`src/rtl/dbuf_cfg_pkg.sv`:
```
// Shared definitions for the double-buffered configuration bank.
// Assumes the data word is at least three bits wide so the control bits fit.
package dbuf_cfg_pkg;

    localparam int CTRL_TRANSP_BIT = 0;
    localparam int CTRL_COMMIT_BIT = 1;
    localparam int CTRL_ERASE_BIT  = 2;
    localparam int CTRL_BITS       = 3;

    typedef struct packed {
        logic erase_en;
        logic transparent;
    } upd_ctrl_t;

endpackage

```
`src/rtl/dbuf_stage_pair.sv`:
```
// One configuration register made of a front stage and a back stage.
// The front stage takes host or load data, with the host winning a collision.
// The back stage takes host data directly in transparent mode; otherwise it
// takes the front value (from before this edge) on a commit.
module dbuf_stage_pair #(
    parameter int DATA_W = 8
) (
    input  logic              clk,
    input  logic              rst_n,
    input  logic              host_we,
    input  logic [DATA_W-1:0] host_d,
    input  logic              load_we,
    input  logic [DATA_W-1:0] load_d,
    input  logic              commit,
    input  logic              transparent,
    output logic [DATA_W-1:0] front_q,
    output logic [DATA_W-1:0] back_q
);

    // Front stage: host write first, load port second.
    always_ff @(posedge clk) begin
        if (!rst_n)        front_q <= '0;
        else if (host_we)  front_q <= host_d;
        else if (load_we)  front_q <= load_d;
    end

    // Back stage: write-through in transparent mode, else copy on commit.
    always_ff @(posedge clk) begin
        if (!rst_n)                       back_q <= '0;
        else if (host_we && transparent)  back_q <= host_d;
        else if (commit)                  back_q <= front_q;
    end

endmodule

```
`src/rtl/dbuf_upd_ctrl.sv`:
```
// Update-control register: transparent-mode bit, self-clearing commit bit and
// erase-enable bit. The commit bit is never stored; a write of 1 produces a
// one-cycle pulse and the bit reads as 0.
module dbuf_upd_ctrl
    import dbuf_cfg_pkg::*;
(
    input  logic                 clk,
    input  logic                 rst_n,
    input  logic                 ctrl_we,
    input  logic [CTRL_BITS-1:0] ctrl_d,
    output upd_ctrl_t            ctrl_q,
    output logic                 commit_pulse,
    output logic [CTRL_BITS-1:0] ctrl_rd
);

    // Holds the mode and erase-enable bits across cycles.
    always_ff @(posedge clk) begin
        if (!rst_n) begin
            ctrl_q <= '0;
        end else if (ctrl_we) begin
            ctrl_q.transparent <= ctrl_d[CTRL_TRANSP_BIT];
            ctrl_q.erase_en    <= ctrl_d[CTRL_ERASE_BIT];
        end
    end

    // Produces the one-cycle global commit pulse.
    always_ff @(posedge clk) begin
        if (!rst_n) commit_pulse <= 1'b0;
        else        commit_pulse <= ctrl_we && ctrl_d[CTRL_COMMIT_BIT];
    end

    // Read view: the commit bit always reads as zero.
    always_comb begin
        ctrl_rd                  = '0;
        ctrl_rd[CTRL_TRANSP_BIT] = ctrl_q.transparent;
        ctrl_rd[CTRL_ERASE_BIT]  = ctrl_q.erase_en;
    end

endmodule

```
`src/rtl/dbuf_erase_gate.sv`:
```
// Passes page-erase requests on to the nonvolatile store only while erase is
// enabled. It adds one register stage and drives the page as zero when idle.
module dbuf_erase_gate #(
    parameter int PAGE_W = 4
) (
    input  logic              clk,
    input  logic              rst_n,
    input  logic              erase_en,
    input  logic              req,
    input  logic [PAGE_W-1:0] req_page,
    output logic              go,
    output logic [PAGE_W-1:0] go_page
);

    // Registers the gated request together with its page.
    always_ff @(posedge clk) begin
        if (!rst_n) begin
            go      <= 1'b0;
            go_page <= '0;
        end else begin
            go      <= req && erase_en;
            go_page <= (req && erase_en) ? req_page : '0;
        end
    end

endmodule

```
`src/rtl/dbuf_cfg_bank.sv`:
```
// Bank of double-buffered configuration registers with a host port, a bulk
// load port, an update-control register at address NUM_REGS and a gated
// page-erase strobe. Assumes DATA_W >= 3. Addresses above NUM_REGS are unused.
module dbuf_cfg_bank
    import dbuf_cfg_pkg::*;
#(
    parameter  int NUM_REGS = 8,
    parameter  int DATA_W   = 8,
    parameter  int PAGE_W   = 4,
    localparam int ADDR_W   = $clog2(NUM_REGS + 1)
) (
    input  logic                       clk,
    input  logic                       rst_n,
    input  logic                       host_wr,
    input  logic [ADDR_W-1:0]          host_addr,
    input  logic [DATA_W-1:0]          host_wdata,
    output logic [DATA_W-1:0]          host_rdata,
    input  logic                       dl_wr,
    input  logic [ADDR_W-1:0]          dl_addr,
    input  logic [DATA_W-1:0]          dl_data,
    input  logic                       dl_commit,
    input  logic                       erase_cmd,
    input  logic [PAGE_W-1:0]          erase_page,
    output logic                       erase_go,
    output logic [PAGE_W-1:0]          erase_page_q,
    output logic [NUM_REGS*DATA_W-1:0] cfg_active
);

    localparam int CTRL_ADDR = NUM_REGS;

    upd_ctrl_t                  ctrl;
    logic                       commit_pulse;
    logic                       commit_now;
    logic                       transparent;
    logic                       erase_en;
    logic                       ctrl_hit;
    logic [CTRL_BITS-1:0]       ctrl_rd;
    logic [DATA_W-1:0]          back_arr [NUM_REGS];
    logic [NUM_REGS*DATA_W-1:0] front_flat;

    assign ctrl_hit    = host_wr && (host_addr == ADDR_W'(CTRL_ADDR));
    assign commit_now  = commit_pulse || dl_commit;
    assign transparent = ctrl.transparent;
    assign erase_en    = ctrl.erase_en;

    dbuf_upd_ctrl u_ctrl (
        .clk          (clk),
        .rst_n        (rst_n),
        .ctrl_we      (ctrl_hit),
        .ctrl_d       (host_wdata[CTRL_BITS-1:0]),
        .ctrl_q       (ctrl),
        .commit_pulse (commit_pulse),
        .ctrl_rd      (ctrl_rd)
    );

    // One stage pair per configuration register.
    for (genvar gi = 0; gi < NUM_REGS; gi++) begin : g_reg
        logic host_hit;
        logic load_hit;
        assign host_hit = host_wr && (host_addr == ADDR_W'(gi));
        assign load_hit = dl_wr && (dl_addr == ADDR_W'(gi));

        dbuf_stage_pair #(.DATA_W(DATA_W)) u_pair (
            .clk         (clk),
            .rst_n       (rst_n),
            .host_we     (host_hit),
            .host_d      (host_wdata),
            .load_we     (load_hit),
            .load_d      (dl_data),
            .commit      (commit_now),
            .transparent (transparent),
            .front_q     (front_flat[gi*DATA_W +: DATA_W]),
            .back_q      (back_arr[gi])
        );

        assign cfg_active[gi*DATA_W +: DATA_W] = back_arr[gi];
    end

    dbuf_erase_gate #(.PAGE_W(PAGE_W)) u_erase (
        .clk      (clk),
        .rst_n    (rst_n),
        .erase_en (erase_en),
        .req      (erase_cmd),
        .req_page (erase_page),
        .go       (erase_go),
        .go_page  (erase_page_q)
    );

    // Read mux: back stage, control view, or zero for unused addresses.
    always_comb begin
        host_rdata = '0;
        if (host_addr == ADDR_W'(CTRL_ADDR)) begin
            host_rdata[CTRL_BITS-1:0] = ctrl_rd;
        end else begin
            for (int i = 0; i < NUM_REGS; i++) begin
                if (host_addr == ADDR_W'(i)) host_rdata = back_arr[i];
            end
        end
    end

endmodule

```
`config.mk`:
```
export PLATFORM = sky130hd
export DESIGN_NAME = dbuf_cfg_bank
export DESIGN_NICKNAME = d
export VERILOG_FILES = /design/src/rtl/dbuf_cfg_pkg.sv /design/src/rtl/dbuf_stage_pair.sv /design/src/rtl/dbuf_upd_ctrl.sv /design/src/rtl/dbuf_erase_gate.sv /design/src/rtl/dbuf_cfg_bank.sv
export SDC_FILE = /design/constraint.sdc
export NUM_CORES = 1
export LEC_CHECK = 0
export BUFFER_PORTS_ARGS = -buffer_cell sky130_fd_sc_hd__buf_4
export CELL_PAD_IN_SITES_DETAIL_PLACEMENT = 0
export CELL_PAD_IN_SITES_GLOBAL_PLACEMENT = 1
export CORE_UTILIZATION = 46
export DETAILED_ROUTE_END_ITERATION = 16
export HOLD_SLACK_MARGIN = 0.12
export PLACE_DENSITY = 0.83
export RECOVER_POWER = 50
export REMOVE_ABC_BUFFERS = 1
export SLEW_MARGIN = 20
export SYNTH_ARGS = -nofsm -noshare
export SYNTH_HDL_FRONTEND = slang
export SYNTH_HIERARCHICAL = 1
export SYNTH_SLANG_ARGS = --single-unit
export TNS_END_PERCENT = 30
```
`constraint.sdc`:
```
create_clock -name clk -period 2.51 [get_ports clk]
set_clock_uncertainty 0.2 [all_clocks]
set_input_delay 0.1255 -clock clk [delete_from_list [all_inputs] [get_ports clk]]
set_output_delay 0.1255 -clock clk [all_outputs]
set_load 0.02 [all_outputs]
```
Word-level counts from Yosys, hierarchy flattened
Index checks and enable logic that the tools add are counted.

word-level totals
  bits in registers = 136

cells by class
  reduce and logical (&&, ||, !) cells = 47
  equality and inequality tests = 15
  mux-type cells = 42

operator list
  operator                                                               number
  8-bit two-way mux                                                      40
  4-bit by 3-bit equality test with 1-bit output, second input constant  8
  2-bit nonzero test                                                     16
  1-bit logical AND                                                      27
  4-bit by 2-bit equality test with 1-bit output, second input constant  4
  4-bit by 1-bit equality test with 1-bit output, second input constant  2
  4-bit logical NOT                                                      2
  5-bit two-way mux                                                      1
  4-bit equality test, second input constant                             1
  3-bit two-way mux                                                      1
  2-bit AND reduction                                                    1
  1-bit logical OR                                                       1

Depth between registers and ports, before layout
  depth in word-level cells = 10
  gate-level depth with buffers = 7

Modules after synthesis
The synthesis kept the hierarchy.

modules (own cells, without submodules)
  module           cells each  sequential area each (um^2)  area an instance (um^2)  times used
  dbuf_stage_pair  71          320.3                        864.6                    8
  dbuf_cfg_bank    123         0.0                          843.3                    1
  dbuf_erase_gate  10          100.1                        142.6                    1
  dbuf_upd_ctrl    12          60.1                         126.4                    1

Worst setup path before layout
OpenSTA, ideal clock, no wires.

  kind = register to output
  from = register u_ctrl/ctrl_q[0] (netlist name)
  to = output port host_rdata[0]
  data arrival time = 1.990 ns
  buffers on the path = 1
  setup slack = 0.194 ns
  stages on the path, launching flop included = 4
  cell sequence = dfxtp_1 > buf_4 > a22oi_1 > o21ai_1

between the ends
  word-level cells in the longest chain between the ends = 1

ends and longest elaborated chain
  element            line                 text
  3-bit two-way mux  dbuf_cfg_bank.sv:92  if (host_addr == ADDR_W'(CTRL_ADDR)) begin
  to (decl)          dbuf_cfg_bank.sv:17  output logic [DATA_W-1:0] host_rdata,

No other way between the ends.

Worst setup path after layout
  from = input port host_addr[0]
  to = register u_ctrl/ctrl_q[1] (netlist name)

between the ends
  word-level cells in the longest chain between the ends = 2

ends and longest elaborated chain
  element              line                 text
  from (decl)          dbuf_cfg_bank.sv:15  input logic [ADDR_W-1:0] host_addr,
  4-bit equality test  dbuf_cfg_bank.sv:41  assign ctrl_hit = host_wr && (host_addr == ADDR_W'(CTRL_ADDR));
  1-bit logical AND    dbuf_cfg_bank.sv:41
  named net ctrl_hit   dbuf_cfg_bank.sv:36  logic ctrl_hit;

The timed path passes the listed nets, and every way through them passes these cells.
A chain may end at the register's enable or synchronous reset.

==> reports/metrics.yaml <==
dp_hpwl_um: 16300
wl_per_cell_um: 22.8
synthAdderAreaFrac_pct: 0
hp-class: "input pin to flop"
yosys.area.top_type_share_pct: 33.9
slowest_delay_ns: 0.83
r2r_setup_slack_ns: 0.71
hold_depth: 5
synth_seq_area_share_pct: 33.9
numCtsBuffers: 17
gp_congestion: 0.868
final_cell_mix: "mux2i_1, dfxtp_1, a211oi_2"
antenna-diode-count: 0
wl_um: 24800
grt_max_degree: 65
via_count: 6402
critPathRequiredTime_ns: 2.62
whs_endpoint: "g_reg[0].u_pair/front_q[5]"
critPathSlowestCell: "nor4b_1"
fin_crit_sh_pct: 91.6
whs_ns: 0.173
path_clk_slew_ns: 0.06
grt_overflow_total: 0
grt_pass1_wl_um: 37200
synth_ff_type: "dfxtp_1"
crit_fanout: 31
slew_violations: 0
final_nets: 887
yosys.area_share.simple_pct: 18.7
fmax_mhz: 435
cts_tree: "yes"
cp.arrival_ns: 2.41
die_area_um2: 18000
rr_endpoint: "u_ctrl/ctrl_q[0]"
coreArea_um2: 16800
synth-async-reset-ratio_pct: 0
cellPowerDensity_nw_per_um2: 557
outcome: "complete, no violations"
r2r-start: "u_ctrl/ctrl_q[0]"
syn-instance-count: 713
io_pins: 111
layout_commonest_cell: "mux2i_1"
cts_buffer_depth: 2
synth_largest_area_cell: "dfxtp_1"
cts_sinks: 136
rows: 47
synth-compound-area-share_pct: 22.3
fin_ws_ns: 0.211
worstSetupStartpoint: "host_addr[0]"
maxSlewHeadroom_pct: 39.3
rr_worst_depth: 4
syn_to_final_growth_pct: 18.6
antenna_found_initial: 0
synth_mux_area_share_pct: 18.5
drv_cap: 0
power_frac_seq_pct: 42.4
grt_usage_pct: 28.0
clk_latency_ns: 0.42
synth_area_leaders: "dfxtp_1, a211oi_2, mux2i_1"
start_util_pct: 47.7
critPathLaunchType: "input pin"
cp_cell_sequence: "buf_4, nor4b_1, and2_1, mux2i_1, nor2b_1, dlygate4sd3_1"
clkPwrFrac_pct: 46.8
place_ws_ns: 0.612
drtAntennaViolNets: 0
ys_seq_elements: 136
cts_setup_buffers: 0
power.share.switching_pct: 24.8
p_int_mw: 3.99
p_leak_nw: 3.70
p_switching_mw: 1.31
finalSetupViolCount: 0
dr.pass1.iters: 7
viasPerCell: 5.90
worst_pin_slew_ns: 0.898
fillers: 1509
drc: 0
netlist_area_um2: 8030
drt-initial-drc-count: 461
peakVddDrop_v: 0.000490
synthXorXnorAreaFrac_pct: 0
synth_cell_types: 41
cts_root_buffer: "clkbuf_16"
h-tree-depth: 4
tns_ns: 0
critPathKind: "input pin to flop"
hp-start: "dl_addr[1]"
avgSynthCellArea_um2: 11.3
portBuffers: 110
drive_above_1_share_pct: 26.9
synth_edf_count: 0
finalHoldViolations: 0
die_w_um: 134
ys_warn_count: 6
grt_pass1_vias: 6229
critPathCaptureType: "flop"
post-route-min-period_ns: 2.30
rsz0062_at_grt: "no"
p_comb_share_pct: 10.8
fp.dieH_um: 134
synth_top_family_by_area: "compound AO/OA/AOI/OAI gates"
worst max path at each step:
stage / endpoint / slack, ns
floorplan: host_rdata[0] / 0.24
global placement: g_reg[3].u_pair/front_q[3] / 0.66
detailed placement: g_reg[3].u_pair/front_q[7] / 0.61
CTS: g_reg[7].u_pair/front_q[4] / 0.41
global route: u_ctrl/ctrl_q[1] / 0.16
finish: u_ctrl/ctrl_q[1] / 0.21
Yosys cell counts (6+ instances only):
cell type	count
nand3b_1	7
and3b_1	67
dfxtp_1	136
buf_4	21
mux2i_1	139
nand2_1	13
nor2_1	18
o21ai_0	6
buf_6	11
nand2b_1	8
nand2_4	8
buf_2	13
nor2b_1	66
bufinv_8	8
a211oi_2	128
inv_2	8
a21oi_1	6
flip-flops by register name, indices dropped and copies added, names as in the netlist:
register	count
g.u_pair/front_q	64
u_erase/go	1
u_ctrl/commit_pulse	1
g.u_pair/back_q	64
u_ctrl/ctrl_q	2
u_erase/go_page	4
final cells by class:
| type | instances | area (um^2) | area share [%] |
|---|---|---|---|
| clock inverter | 9 | 97.6 | 1.03 |
| clock buffer | 22 | 484 | 5.09 |
| sequential | 136 | 2720 | 28.6 |
| multi-input combinational | 514 | 4680 | 49.2 |
| tap | 220 | 275 | 2.89 |
| inverter | 17 | 174 | 1.83 |
| timing repair buffer | 167 | 1080 | 11.4 |
metal layers:
layer,up-vias,global-route usage (%),wire (um)
met5,-,0,0
met4,0,10.3,612
met3,41,4.76,1580
met2,227,44.5,11300
met1,3157,38.1,11300
li1,2977,-,-
kinds of logic (layout without fill, tap and decap cells):
kind of cell           after synthesis  in the layout
other                                1              1
DFF                                136            136
muxes                              143            143
buffers and inverters               63            215
AOI/OAI and AO/OA                  158            158
and+or+nand+nor                    212            212
what timing repair did:
action	in CTS	in global routing
endpoints found under the hold margin	136	0
resized for setup	0	0
hold buffers	37	0
critical path, delay by kind of cell:
kind / cells / cell delay (ns)
buffers and inverters: 2 / 0.78
multiplexers: 1 / 0.22
AND/OR/NAND/NOR: 3 / 1.26
power groups by stage:
stage	Clock (mW)	Sequential [mW]	Combinational, mW
finish	2.48	2.25	0.573
global route	2.60	2.25	0.605
CTS	2.51	2.25	0.589
detailed placement	0	2.29	0.553
global placement	0	2.29	0.541
floorplan	0	2.30	0.289
stage by stage:
step	cell area, um^2	util (%)	power, mW	cells
global placement	8950	53.2	2.83	1017
finish	9520	56.6	5.30	1085
detailed placement	8950	53.2	2.85	1017
global route	9520	56.6	5.46	1085
floorplan	7680	-	2.59	667
CTS	9900	58.9	5.35	1085
Note: power is estimated with default switching activity, not from simulation.
